==> src/rtl/wdog_timer.sv <==
module wdog_timer #(
  parameter int BASE_TICKS = 1600000,
  parameter int RST_PULSE  = 32
) (
  input  logic       clk,
  input  logic       rst_n,
  input  logic       wr_en,
  input  logic       addr,
  input  logic [7:0] wr_data,
  output logic [7:0] rd_data,
  output logic       rst_req,
  output logic       wdt_out
);
  localparam int CW  = $clog2(BASE_TICKS) + 8;
  localparam int PCW = $clog2(RST_PULSE + 1);

  logic          en_q, rst_en_q, out_en_q, flag_q, pr_q, po_q;
  logic [2:0]    psc_q;
  logic [CW-1:0] cnt_q, limit;
  logic [PCW-1:0] pcnt_q;

  wire ctrl_wr = wr_en && !addr;
  wire stat_wr = wr_en && addr;
  wire kick    = ctrl_wr && wr_data[1];

  assign limit = CW'(BASE_TICKS) << psc_q;
  wire expire  = en_q && !kick && (cnt_q >= limit - CW'(1));

  always_ff @(posedge clk or negedge rst_n) begin
    if (!rst_n) begin
      en_q     <= 1'b0;
      rst_en_q <= 1'b0;
      out_en_q <= 1'b0;
      psc_q    <= '0;
    end else if (ctrl_wr) begin
      en_q     <= wr_data[0];
      rst_en_q <= wr_data[2];
      out_en_q <= wr_data[3];
      psc_q    <= wr_data[6:4];
    end
  end

  always_ff @(posedge clk or negedge rst_n) begin
    if (!rst_n)                 cnt_q <= '0;
    else if (!en_q || kick || expire) cnt_q <= '0;
    else                        cnt_q <= cnt_q + CW'(1);
  end

  always_ff @(posedge clk or negedge rst_n) begin
    if (!rst_n) begin
      pcnt_q <= '0;
      pr_q   <= 1'b0;
      po_q   <= 1'b0;
    end else if (expire && (rst_en_q || out_en_q)) begin
      pcnt_q <= PCW'(RST_PULSE);
      pr_q   <= rst_en_q;
      po_q   <= out_en_q;
    end else if (pcnt_q != '0) begin
      pcnt_q <= pcnt_q - PCW'(1);
    end
  end

  always_ff @(posedge clk or negedge rst_n) begin
    if (!rst_n)                       flag_q <= 1'b0;
    else if (expire && rst_en_q)      flag_q <= 1'b1;
    else if (stat_wr && wr_data[0])   flag_q <= 1'b0;
  end

  assign rst_req = pr_q && (pcnt_q != '0);
  assign wdt_out = po_q && (pcnt_q != '0);
  assign rd_data = addr ? {7'b0, flag_q}
                        : {1'b0, psc_q, out_en_q, rst_en_q, 1'b0, en_q};
endmodule


==> config.mk <==
export PLATFORM = sky130hd
export DESIGN_NAME = wdog_timer
export DESIGN_NICKNAME = d
export VERILOG_FILES = /design/src/rtl/wdog_timer.sv
export SDC_FILE = /design/constraint.sdc
export NUM_CORES = 1
export LEC_CHECK = 0
export BUFFER_PORTS_ARGS = -buffer_cell sky130_fd_sc_hd__clkbuf_2
export CAP_MARGIN = 5
export CORE_MARGIN = 2
export CORE_UTILIZATION = 40
export DETAILED_ROUTE_END_ITERATION = 16
export PLACE_DENSITY = 0.55
export SLEW_MARGIN = 20
export SYNTH_ARGS = -nofsm -noshare
export SYNTH_HDL_FRONTEND = slang
export SYNTH_SLANG_ARGS = --single-unit
==> constraint.sdc <==
create_clock -name clk -period 8.5 [get_ports clk]
set_input_delay 0.425 -clock clk [delete_from_list [all_inputs] [get_ports clk]]
set_output_delay 0.425 -clock clk [all_outputs]
set_load 0.01 [all_outputs]
# Word-level counts from Yosys, hierarchy flattened

Index checks and enable logic that the tools add are counted.

Shift-type cells: 1
Add/sub/neg operators: 3
$lt $le $gt $ge: 1
Reductions and logical operators: 19
Muxes and demuxes: 6

Operators by type and width:

| cell                  | count |
|---|---|
| $add 29x1->29 const B | 1 |
| $ge 29x29->1          | 1 |
| $mux 29               | 1 |
| $shl 21x3->29 const A | 1 |
| $sub 29x1->29 const B | 1 |
| $mux 6                | 2 |
| $logic_and 1x1->1     | 10 |
| $mux 7                | 1 |
| $reduce_bool 6->1     | 1 |
| $sub 6x1->6 const B   | 1 |
| $reduce_bool 2->1     | 2 |
| $logic_not 1->1       | 3 |
| $logic_or 1x1->1      | 3 |
| $mux 1                | 2 |

Output and inout port bits: 10
Flip-flop bits (word level): 44
Word-level logic and storage cells: 39

# Depth between registers and ports, before layout

Gate-level depths: netlist (run 1).

Word-level depth: 8
Mapped depth: 15
Mapped depth without buffers: 13

# Worst setup path before layout (run 1)

Ideal clock, no wire load.

Path kind: flip-flop to flip-flop
Start point: register psc_q[0]
End point: register cnt_q[19]
Slack: 4001 ps
Data arrival time: 4367 ps
Setup time: 132 ps
Path buffers: 1
Period minus slack after synthesis: 4499 ps
Stages on the path, launching flop included: 15
Data required time: 8368 ps
Cell sequence: dfrtp_1 -> inv_1 -> ha_1 -> or4_4 -> o32a_4 -> or2_4 -> nor4_4 -> xnor2_1 -> ha_1 -> nand4_1 -> nor4_1 -> nand2_1 -> o2111ai_1 -> clkbuf_1 -> nor2_1

Word-level cells in the longest chain between the ends: 6

Ends and longest elaborated chain:

| what                   | RTL line | RTL |
|---|---|---|
| start, declared        | 18       | `logic [2:0] psc_q;` |
| start signal, assigned | 39       | `psc_q <= wr_data[6:4];` |
| $shl 21x3->29          | 26       | `assign limit = CW'(BASE_TICKS) << psc_q;` |
| $sub 29x1->29          | 27       | `wire expire = en_q && !kick && (cnt_q >= limit - CW'(1));` |
| $ge 29x29->1           | 27       |  |
| $logic_and 1x1->1      | 27       |  |
| $logic_or 1x1->1       | 45       | `else if (!en_q \|\| kick \|\| expire) cnt_q <= '0;` |
| $mux 29                | 45       |  |
| end signal, assigned   | 46       | `else cnt_q <= cnt_q + CW'(1);` |
| end, declared          | 19       | `logic [CW-1:0] cnt_q, limit;` |

No other way between the ends.
A chain may end at the register's enable or synchronous reset.

# Worst setup path after layout (run 1)

Start point: register psc_q[0]
End point: register pcnt_q[5]

Word-level cells in the longest chain between the ends: 6

Ends and longest elaborated chain:

| what                                               | RTL line | RTL |
|---|---|---|
| $shl 21x3->29 *                                    | 26       |  |
| $sub 29x1->29 *                                    | 27       |  |
| $ge 29x29->1 *                                     | 27       |  |
| $logic_and 1x1->1 *                                | 27       |  |
| $logic_and 1x1->1 *                                | 54       | `end else if (expire && (rst_en_q \|\| out_en_q)) begin` |
| $mux 6 / $reduce_bool 2->1 (equally long branches) | -        |  |
| end signal, assigned                               | 55       | `pcnt_q <= PCW'(RST_PULSE);` |
| end signal, assigned                               | 59       | `pcnt_q <= pcnt_q - PCW'(1);` |
| end, declared                                      | 20       | `logic [PCW-1:0] pcnt_q;` |

Mark *: on every way between the ends. The rest lies on a longest branch, timed or not.

==> metrics.log, run 1 <==
INFO  metric area_delta_synth_final = 9.61%
INFO  metric cap_violations = 0
INFO  metric finalSetupTns = 0 ps
INFO  metric grt_max_degree = 45
INFO  metric netlist_top_cells_area = sky130_fd_sc_hd__dfrtp_1 34%, sky130_fd_sc_hd__ha_1 13%, sky130_fd_sc_hd__xnor2_1 6.2%
INFO  metric switching_share = 31.0%
INFO  metric yosysUniqueCellTypes = 51
INFO  metric grt_setup_unrepaired = false
INFO  metric grt_first_pass_wirelength = 11800 microns
INFO  metric worst_ir_drop_vdd = 0.0752 mV
INFO  metric final_hold_violation_count = 0
INFO  metric final_layout_size_suffix_gt1_share = 12.3%
INFO  metric synth-edff-count = 0
INFO  metric critPathMaxFanout = 9
INFO  metric intPower = 0.376 mW
INFO  metric min-delay-path-class = in2async
INFO  metric synth_sequential_area_ratio = 34.1%
INFO  metric fin_worst_hold_slack = 198 ps
INFO  metric yosysTopAreaCellShare = 34.1%
INFO  metric final_util = 45.6%
INFO  metric combPwrFrac = 25.7%
INFO  metric clock-sinks = 44
INFO  metric status = complete, no violations
INFO  metric design.portCount = 22
INFO  metric critical_path_endpoint_category = flip-flop
INFO  metric die-height = 93.9 microns
INFO  metric grt_usage = 16.6%
INFO  metric synth_most_common_cell = sky130_fd_sc_hd__nor2_1
INFO  metric switchingPower = 0.169 mW
INFO  metric clock_latency = 300 ps
INFO  metric overflow = 0
INFO  metric antenna_found_initial = 0
INFO  metric dieArea = 0.00881 sq mm
INFO  metric die_x = 93.9 microns
INFO  metric worst-slew-pin-transition = 724 ps
INFO  metric ys_top_cells_by_count = 47 x sky130_fd_sc_hd__nor2_1, 44 x sky130_fd_sc_hd__dfrtp_1, 36 x sky130_fd_sc_hd__nand2_1
INFO  metric min_period = 5030 ps
INFO  metric gp_congestion = 0.734
INFO  metric grt_pass1_vias = 2557
INFO  metric dpl_cell_area = 0.00341 sq mm
INFO  metric worst_endpoint_required_time = 8680 ps
INFO  metric ys_ff_latch = 44
INFO  metric floorplan.rows = 32
INFO  metric drt.antenna.violating_nets = 0
INFO  metric slew_viol_final = 0
INFO  metric tritoncts.num_buffers = 5
INFO  metric wirelength = 6780 microns
INFO  metric postCtsHoldBufs = 0
INFO  metric drt_pass1_iterations = 4
INFO  metric max_clock_freq = 199 MHz
INFO  metric skew = 8.34 ps
INFO  metric post_cts.resized_instances = 0
INFO  metric seqPwrFrac = 41.6%
INFO  metric nNetsFinal = 427
INFO  metric port_buffers = 18
INFO  metric detailed_place_hpwl = 5030 microns
INFO  metric setup_violations = 0
INFO  metric cts_tree = yes
INFO  metric synth_largest_area_cell = sky130_fd_sc_hd__dfrtp_1
INFO  metric worstRegToRegCells = 13
INFO  metric average_instance_area_after_synthesis = 8.85 sq um
INFO  metric ctsLongestPathBuffers = 2
INFO  metric syn-cell-area = 0.00323 sq mm
INFO  metric detail_route.drc_violations = 0
INFO  metric fin_area = 0.00354 sq mm
INFO  metric worst-endpoint-arrival = 5210 ps
INFO  metric power.static_leakage = 1.51 nW
INFO  metric ctsHtreeMaxLevel = 2
INFO  metric power_density = 154 mW/mm^2
INFO  metric filler_cell_count = 784
INFO  metric core = 0.00777 sq mm
INFO  metric crit_path_start_kind = flip-flop
INFO  metric clkPwrFrac = 32.7%
INFO  metric num_antenna_cells = 0
INFO  metric fin_crit_share = 59.2%
INFO  metric detailedRoute.firstIterationViolations = 122
INFO  metric postSynth.asyncResetShare = 100%
INFO  metric synth_warnings = 0
INFO  metric detailroute.via_count = 2582
INFO  metric via_per_inst = 5.32
INFO  metric starting_density = 41.6%
INFO  metric postCtsSetupBuffers = 0
INFO  metric postSynthCellCount = 365
INFO  metric slew-limit-headroom = 51.5%
INFO  metric cts-root-buf = sky130_fd_sc_hd__clkbuf_8
INFO  metric clkSlewWorstSetupHoldPaths = 90 ps
INFO  metric critical_path_class = reg2reg
INFO  metric yosys_most_used_dff = sky130_fd_sc_hd__dfrtp_1
INFO  metric routedWlPerCell = 14.0 microns
-- stage by stage --
| stage | setup slack [ps] | power, mW | std cells |
|---|---|---|---|
| final | 3470 | 0.545 | 485 |
| after global routing | 3140 | 0.579 | 485 |
| after CTS | 3470 | 0.551 | 485 |
| after detailed placement | 3480 | 0.372 | 477 |
| after global placement | 3560 | 0.370 | 477 |
| after floorplan | 4000 | 0.337 | 366 |
-- metal layers --
| metal | up-vias | track usage [%] | share of wire, % |
|---|---|---|---|
| li1 | 1312 | - | - |
| met1 | 1239 | 21.0 | 48 |
| met2 | 24 | 29.3 | 49 |
| met3 | 7 | 2.65 | 2.1 |
| met4 | 0 | 3.99 | 1.1 |
| met5 | - | 0 | 0 |
-- layout make-up --
cell class                      count  area (sq um)  area share [%]
Sequential cell                    44          1100            31.1
Multi-Input combinational cell    300          2040            57.6
Timing Repair Buffer               20           105            2.97
Clock buffer                        7          96.3            2.72
Tap cell                          102           128            3.60
Clock inverter                      1          30.0           0.848
Inverter                           11          41.3            1.17
-- layout by cell type, fill, tap and decap left out, types with 3 or more instances in the layout --
master,count
sky130_fd_sc_hd__a21oi_1,22
sky130_fd_sc_hd__nor2_1,47
sky130_fd_sc_hd__or4_1,3
sky130_fd_sc_hd__clkbuf_8,7
sky130_fd_sc_hd__nand2_1,36
sky130_fd_sc_hd__mux2_2,5
sky130_fd_sc_hd__and2_1,4
sky130_fd_sc_hd__a21boi_0,3
sky130_fd_sc_hd__nor2b_1,6
sky130_fd_sc_hd__clkbuf_2,18
sky130_fd_sc_hd__xnor2_1,23
sky130_fd_sc_hd__o31ai_1,3
sky130_fd_sc_hd__nand3b_1,3
sky130_fd_sc_hd__nor4_1,5
sky130_fd_sc_hd__xor2_1,14
sky130_fd_sc_hd__or3_1,3
sky130_fd_sc_hd__or2b_2,3
sky130_fd_sc_hd__nor3_1,17
sky130_fd_sc_hd__dfrtp_1,44
sky130_fd_sc_hd__inv_1,11
sky130_fd_sc_hd__nand4_1,9
sky130_fd_sc_hd__o21ai_0,14
sky130_fd_sc_hd__nand3_1,12
sky130_fd_sc_hd__ha_1,33
-- state kept, by name (all words and copies together) (netlist names) --
register,flops
en_q,1
rst_en_q,1
pcnt_q,6
pr_q,1
po_q,1
psc_q,3
cnt_q,29
out_en_q,1
flag_q,1
-- worst max-delay path: stages (launching register included) --
cell and delay [ps]:
sky130_fd_sc_hd__dfrtp_1 540, sky130_fd_sc_hd__inv_1 190, sky130_fd_sc_hd__ha_1 330, sky130_fd_sc_hd__or4_4 600
sky130_fd_sc_hd__o32a_4 400, sky130_fd_sc_hd__or2_4 290, sky130_fd_sc_hd__nor4_4 360, sky130_fd_sc_hd__xnor2_1 160
sky130_fd_sc_hd__ha_1 260, sky130_fd_sc_hd__nand4_1 170, sky130_fd_sc_hd__nor3_1 90, sky130_fd_sc_hd__a2111oi_2 710
sky130_fd_sc_hd__o211ai_1 410, sky130_fd_sc_hd__a221o_1 400
-- power by group through the flow --
| stage | logic, mW | registers, mW | clock network (mW) |
|---|---|---|---|
| 6_report | 0.140 | 0.227 | 0.178 |
| 5_1_grt | 0.160 | 0.229 | 0.190 |
| 4_1_cts | 0.141 | 0.227 | 0.182 |
| 3_5_place_dp | 0.141 | 0.231 | 0 |
| 3_3_place_gp | 0.139 | 0.231 | 0 |
| 2_1_floorplan | 0.111 | 0.226 | 0 |
-- worst paths after layout --
check                      startpoint         to  slack, ps
hold / removal                  rst_n  cnt_q[24]        200
max in group asynchronous       rst_n       en_q       7900
hold reg to reg              cnt_q[0]   cnt_q[0]        500
min in group clk           wr_data[4]   psc_q[0]        330
setup / recovery             psc_q[0]  pcnt_q[5]       3470
setup reg to reg             psc_q[0]  pcnt_q[5]       3470
-- cell families (layout without fill, tap and decap cells) --
kind of cell	Yosys count	in the layout	synth area share, %
other	1	2	0.116
adder cells (fa/ha/maj)	33	33	12.8
XOR/XNOR	37	37	10.0
buffers and inverters	22	39	3.10
multiplexers	6	6	2.05
AND/OR/NAND/NOR	163	163	26.1
flip-flops	44	44	34.1
AO/OA/AOI/OAI	59	59	11.7
No activity file was read; power rests on OpenSTA's default activity.
==> run 2, diff against run 1 <==
Settings changed: PLACE_DENSITY 0.55 to 0.57.
Clock period 8.5 ns to 4.4 ns, I/O delays scaled along.
==> metrics.log, run 2 (synthesized netlist as in run 1, its figures left out) <==
INFO  metric timing.rr.end = cnt_q[22]
INFO  metric routedWlPerCell = 14.5 microns
INFO  metric r2r-start = psc_q[0]
INFO  metric min_period = 4200 ps
INFO  metric grt_setup_unrepaired = false
INFO  metric grt_pass1_vias = 2516
INFO  metric clkPwrFrac = 30.9%
INFO  metric report.power.total = 1.10 mW
INFO  metric dp_worst_setup_slack = 56.8 ps
INFO  metric leading_cell_type_in_the_layout_fill_and_taps_excluded = sky130_fd_sc_hd__nor2_1
INFO  metric final_hold_violation_count = 12
INFO  metric violated_checks = negative hold slack
INFO  metric sequential_cell_area = 0.00110 sq mm
INFO  metric final_layout_size_suffix_gt1_share = 16.8%
INFO  metric worst_endpoint_required_time = 4640 ps
INFO  metric max_flop_register = cnt_q
INFO  metric worst_ir_drop_vdd = 0.147 mV
INFO  metric die-height = 93.9 microns
INFO  metric cts-root-buf = sky130_fd_sc_hd__clkbuf_8
INFO  metric grt_max_degree = 45
INFO  metric filler_cell_count = 778
INFO  metric fin_worst_hold_slack = -13.0 ps
INFO  metric antenna_found_initial = 0
INFO  metric status = finished, violations left
INFO  metric power.static_leakage = 1.61 nW
INFO  metric critical_path_class = reg2reg
INFO  metric via_per_inst = 5.30
INFO  metric setup_violations = 0
INFO  metric detailedRoute.firstIterationViolations = 104
INFO  metric design.portCount = 22
INFO  metric core = 0.00777 sq mm
INFO  metric detail_route.drc_violations = 0
INFO  metric worstRegToRegCells = 15
INFO  metric fin_crit_share = 95.5%
INFO  metric worst-endpoint-arrival = 4440 ps
INFO  metric detailroute.via_count = 2655
INFO  metric overflow = 0
INFO  metric clkSlewWorstSetupHoldPaths = 90 ps
INFO  metric tritoncts.num_buffers = 5
INFO  metric grt_usage = 16.7%
INFO  metric gp_congestion = 0.783
INFO  metric nNetsFinal = 443
INFO  metric area_delta_synth_final = 15.8%
INFO  metric critical_path_endpoint_category = flip-flop
INFO  metric cap_violations = 0
INFO  metric num_antenna_cells = 0
INFO  metric worst_slack = 197 ps
INFO  metric intPower = 0.745 mW
INFO  metric clock_latency = 300 ps
INFO  metric r2r_setup_slk = 200 ps
INFO  metric die_x = 93.9 microns
INFO  metric detailed_place_hpwl = 5120 microns
INFO  metric ctsLongestPathBuffers = 2
INFO  metric starting_density = 41.6%
INFO  metric cts_tree = yes
INFO  metric dieArea = 0.00881 sq mm
INFO  metric multiInputGateArea = 0.00207 sq mm
INFO  metric port_buffers = 18
INFO  metric drt_pass1_iterations = 4
INFO  metric critPathMaxFanout = 7
INFO  metric most-common-layout-cells = 47 x sky130_fd_sc_hd__nor2_1, 44 x sky130_fd_sc_hd__dfrtp_1, 35 x sky130_fd_sc_hd__nand2_1
INFO  metric finalSetupTns = 0 ps
INFO  metric switchingPower = 0.357 mW
INFO  metric seqPwrFrac = 38.9%
INFO  metric slew-limit-headroom = 43.9%
INFO  metric wirelength = 7260 microns
INFO  metric drt.antenna.violating_nets = 0
INFO  metric worst-slew-pin-transition = 836 ps
INFO  metric combPwrFrac = 30.2%
INFO  metric skew = 3.75 ps
INFO  metric largest_register_ffs = 29
INFO  metric crit_path_start_kind = flip-flop
INFO  metric slew_viol_final = 0
INFO  metric power_density = 295 mW/mm^2
INFO  metric min-delay-path-class = in2async
INFO  metric floorplan.rows = 32
INFO  metric final_util = 48.2%
INFO  metric grt_first_pass_wirelength = 11700 microns
INFO  metric clock-sinks = 44
INFO  metric switching_share = 32.4%
INFO  metric max_clock_freq = 238 MHz
INFO  metric reg_top3 = cnt_q x29, pcnt_q x6, psc_q x3
INFO  metric ctsHtreeMaxLevel = 2
==> run 2: cell types whose count changed in the layout (fill, tap and decap cells not counted), sizes merged <==
cell / change
buf: +14
clkbuf: +1
clkinv: +1
==> run 2: worst max path at each step <==
stage                        start        end  cells after the start
after floorplan           psc_q[0]  cnt_q[10]                     14
after global placement    psc_q[0]  cnt_q[22]                     14
after detailed placement  psc_q[0]  cnt_q[22]                     14
after CTS                 psc_q[0]   cnt_q[4]                     14
after global routing      psc_q[0]  cnt_q[17]                     15
final                     psc_q[0]  cnt_q[22]                     15
==> run 2: area by class of cell <==
type                       instances  share of cell area [%]
clock inverter                     2                    1.04
inverter                          11                    1.10
timing repair buffer              36                    7.39
sequential                        44                    29.4
clock buffer                       6                    2.21
tap                              102                    3.41
multi-input combinational        300                    55.4
==> run 2: repair_timing <==
action,CTS,global route
setup buffers,0,1
gates resized for setup,0,6
hold buffers,0,0
endpoints found under the hold margin,0,0
setup endpoints to repair,0,38
==> run 2: metal layers <==
| layer | wire [microns] | up-vias | track usage [%] | part of all wire, % |
|---|---|---|---|---|
| met4 | 69 | 0 | 3.62 | 0.95 |
| met3 | 147 | 6 | 2.65 | 2.0 |
| li1 | - | 1351 | - | - |
| met5 | 0 | - | 0 | 0 |
| met2 | 3480 | 29 | 28.8 | 48 |
| met1 | 3570 | 1269 | 22.0 | 49 |
==> run 2: power by group through the flow <==
stage	logic [mW]	clock network (mW)	registers [mW]
floorplan	0.216	0	0.436
global placement	0.298	0	0.437
detailed placement	0.301	0	0.437
CTS	0.303	0.347	0.429
global route	0.375	0.365	0.431
finish	0.333	0.341	0.429
==> run 2: worst max-delay path, stage by stage, from the launching register on <==
cell and delay [ps]:
sky130_fd_sc_hd__dfrtp_1 390, sky130_fd_sc_hd__inv_2 80, sky130_fd_sc_hd__ha_1 220, sky130_fd_sc_hd__or4_4 560, sky130_fd_sc_hd__o32a_4 360, sky130_fd_sc_hd__or2_4 290, sky130_fd_sc_hd__nand2b_2 190, sky130_fd_sc_hd__a22o_1 240
sky130_fd_sc_hd__ha_1 280, sky130_fd_sc_hd__nand2_2 90, sky130_fd_sc_hd__o21ai_0 120, sky130_fd_sc_hd__a2111oi_2 490, sky130_fd_sc_hd__buf_4 220, sky130_fd_sc_hd__o2111ai_4 210, sky130_fd_sc_hd__clkbuf_16 270, sky130_fd_sc_hd__nor2_1 110
==> run 2: through the flow <==
stage / instance area, sq um / instances
finish: 3740 / 501
global route: 3740 / 501
CTS: 3640 / 497
detailed placement: 3520 / 489
global placement: 3520 / 489
floorplan: 3240 / 366
==> run 3, diff against run 2 <==
Settings changed: CORE_ASPECT_RATIO set to 1.2, CORE_MARGIN 2 to not set, REMOVE_ABC_BUFFERS set to 1.
==> metrics.log, run 3 (synthesized netlist as in run 1, its figures left out) <==
INFO  metric violated_checks = negative hold slack
INFO  metric fin_worst_hold_slack = -18.8 ps
INFO  metric critical_path.n_buffers_inverters = 3
INFO  metric power_density = 289 mW/mm^2
INFO  metric multiInputGateArea = 0.00207 sq mm
INFO  metric r2r-start = psc_q[0]
INFO  metric cap_violations = 0
INFO  metric r2r_setup_slk = 250 ps
INFO  metric max_flop_register = cnt_q
INFO  metric skew = 11.5 ps
INFO  metric worst_ir_drop_vdd = 0.161 mV
INFO  metric die_x = 84.0 microns
INFO  metric antenna_found_initial = 0
INFO  metric timing.critical_path.cells = inv_1 > ha_1 > or4_4 > o32a_4 > or2_4 > nand2b_2 > a22o_1 > ha_1 > nand2_1 > o21ai_0 > a2111oi_4 > buf_4 > o2111ai_2 > buf_12 > a21oi_1
INFO  metric detailed_place_hpwl = 5250 microns
INFO  metric leading_cell_type_in_the_layout_fill_and_taps_excluded = sky130_fd_sc_hd__nor2_1
INFO  metric setup_violations = 0
INFO  metric largest_register_ffs = 29
INFO  metric clkSlewWorstSetupHoldPaths = 100 ps
INFO  metric num_antenna_cells = 0
INFO  metric dieArea = 0.00844 sq mm
INFO  metric filler_cell_count = 747
INFO  metric critical_path_class = reg2reg
INFO  metric worst-slew-pin-transition = 703 ps
INFO  metric min-delay-path-class = in2async
INFO  metric cpPeakStageDelay = 560 ps
INFO  metric detail_route.drc_violations = 0
INFO  metric clock_latency = 310 ps
INFO  metric grt_first_pass_wirelength = 12100 microns
INFO  metric grt_max_degree = 45
INFO  metric critical_path_endpoint_category = flip-flop
INFO  metric worst-endpoint-arrival = 4380 ps
INFO  metric drt_pass1_iterations = 4
INFO  metric worst_endpoint_required_time = 4620 ps
INFO  metric detailroute.via_count = 2663
INFO  metric wirelength = 7030 microns
INFO  metric postCtsHoldBufs = 0
INFO  metric final_layout_size_suffix_gt1_share = 16.5%
INFO  metric report.power.total = 1.06 mW
INFO  metric reg_top3 = cnt_q x29, pcnt_q x6, psc_q x3
INFO  metric drt.antenna.violating_nets = 0
INFO  metric nNetsFinal = 443
INFO  metric cts_tree = yes
INFO  metric routedWlPerCell = 14.3 microns
INFO  metric starting_density = 41.7%
INFO  metric critPathMaxFanout = 28
INFO  metric ctsLongestPathBuffers = 2
INFO  metric cpMostUsedCell = sky130_fd_sc_hd__ha_1
INFO  metric slew_viol_final = 0
INFO  metric design.portCount = 22
INFO  metric final_hold_violation_count = 16
INFO  metric port_buffers = 18
INFO  metric cts-root-buf = sky130_fd_sc_hd__clkbuf_8
INFO  metric overflow = 0
INFO  metric grt_pass1_vias = 2628
INFO  metric ctsHtreeMaxLevel = 2
INFO  metric grt_setup_unrepaired = false
INFO  metric floorplan.rows = 35
INFO  metric crit_path_start_kind = flip-flop
INFO  metric status = finished, violations left
INFO  metric min_period = 4150 ps
INFO  metric sequential_cell_area = 0.00110 sq mm
INFO  metric tritoncts.num_buffers = 5
INFO  metric clock-sinks = 44
INFO  metric die-height = 100 microns
INFO  metric critical_path.top_delay_family = compound AO/OA/AOI/OAI gates
INFO  metric critical_path_top_delay_cell = sky130_fd_sc_hd__or4_4
INFO  metric grt_usage = 17.9%
INFO  metric area_delta_synth_final = 13.8%
INFO  metric max_clock_freq = 241 MHz
INFO  metric gp_congestion = 0.777
INFO  metric core = 0.00775 sq mm
INFO  metric critPathLaunch = psc_q[0]
INFO  metric most-common-layout-cells = 47 x sky130_fd_sc_hd__nor2_1, 44 x sky130_fd_sc_hd__dfrtp_1, 35 x sky130_fd_sc_hd__nand2_1
INFO  metric detailedRoute.firstIterationViolations = 119
INFO  metric power.static_leakage = 1.59 nW
INFO  metric finalSetupTns = 0 ps
INFO  metric fin_crit_share = 94.4%
INFO  metric via_per_inst = 5.42
INFO  metric slew-limit-headroom = 52.9%
[run 3: through the flow]
step / setup slack (ps) / utilization [%] / instances / instance area (sq um)
finish: 246 / 47.4 / 491 / 3680
global placement: 66.8 / 45.4 / 481 / 3520
CTS: 20.5 / 46.9 / 489 / 3630
detailed placement: 9.43 / 45.4 / 481 / 3520
global route: 14.8 / 47.4 / 491 / 3680
floorplan: -481 / - / 355 / 3180
[run 3: timing repair]
item	CTS	global route
pin swaps	1	3
setup endpoints to repair	3	38
buffers inserted	0	2
gates cloned	0	0
gates resized for setup	0	4
[run 3: path summary, 6_finish.rpt]
check                       endpoint  depth (start not counted)
setup / recovery            cnt_q[8]                         15
hold / removal             cnt_q[23]                          2
setup reg to reg            cnt_q[8]                         15
hold reg to reg             cnt_q[0]                          1
max in group asynchronous   rst_en_q                          2
min in group clk            psc_q[0]                          3
[run 3: power by group]
group          internal [mW]  switching (mW)
sequential             0.416          0.0120
combinational          0.130           0.179
clock                  0.171           0.154
total                  0.717           0.345
[run 3: cell type report]
cell class	instances	share of cell area (%)
Clock buffer	5	1.87
Tap cell	92	3.13
Sequential cell	44	30.0
Inverter	11	1.12
Timing Repair Buffer	36	6.47
Multi-Input combinational cell	300	56.2
Clock inverter	3	1.26
[run 3: per-layer routing]
metal  vias up  track usage, %  share of wire [%]
met2        23            32.8                 51
met1      1289            22.2                 46
met4         0            3.58               0.81
met5         -               0                  0
met3         7            2.71                1.5
li1       1344               -                  -
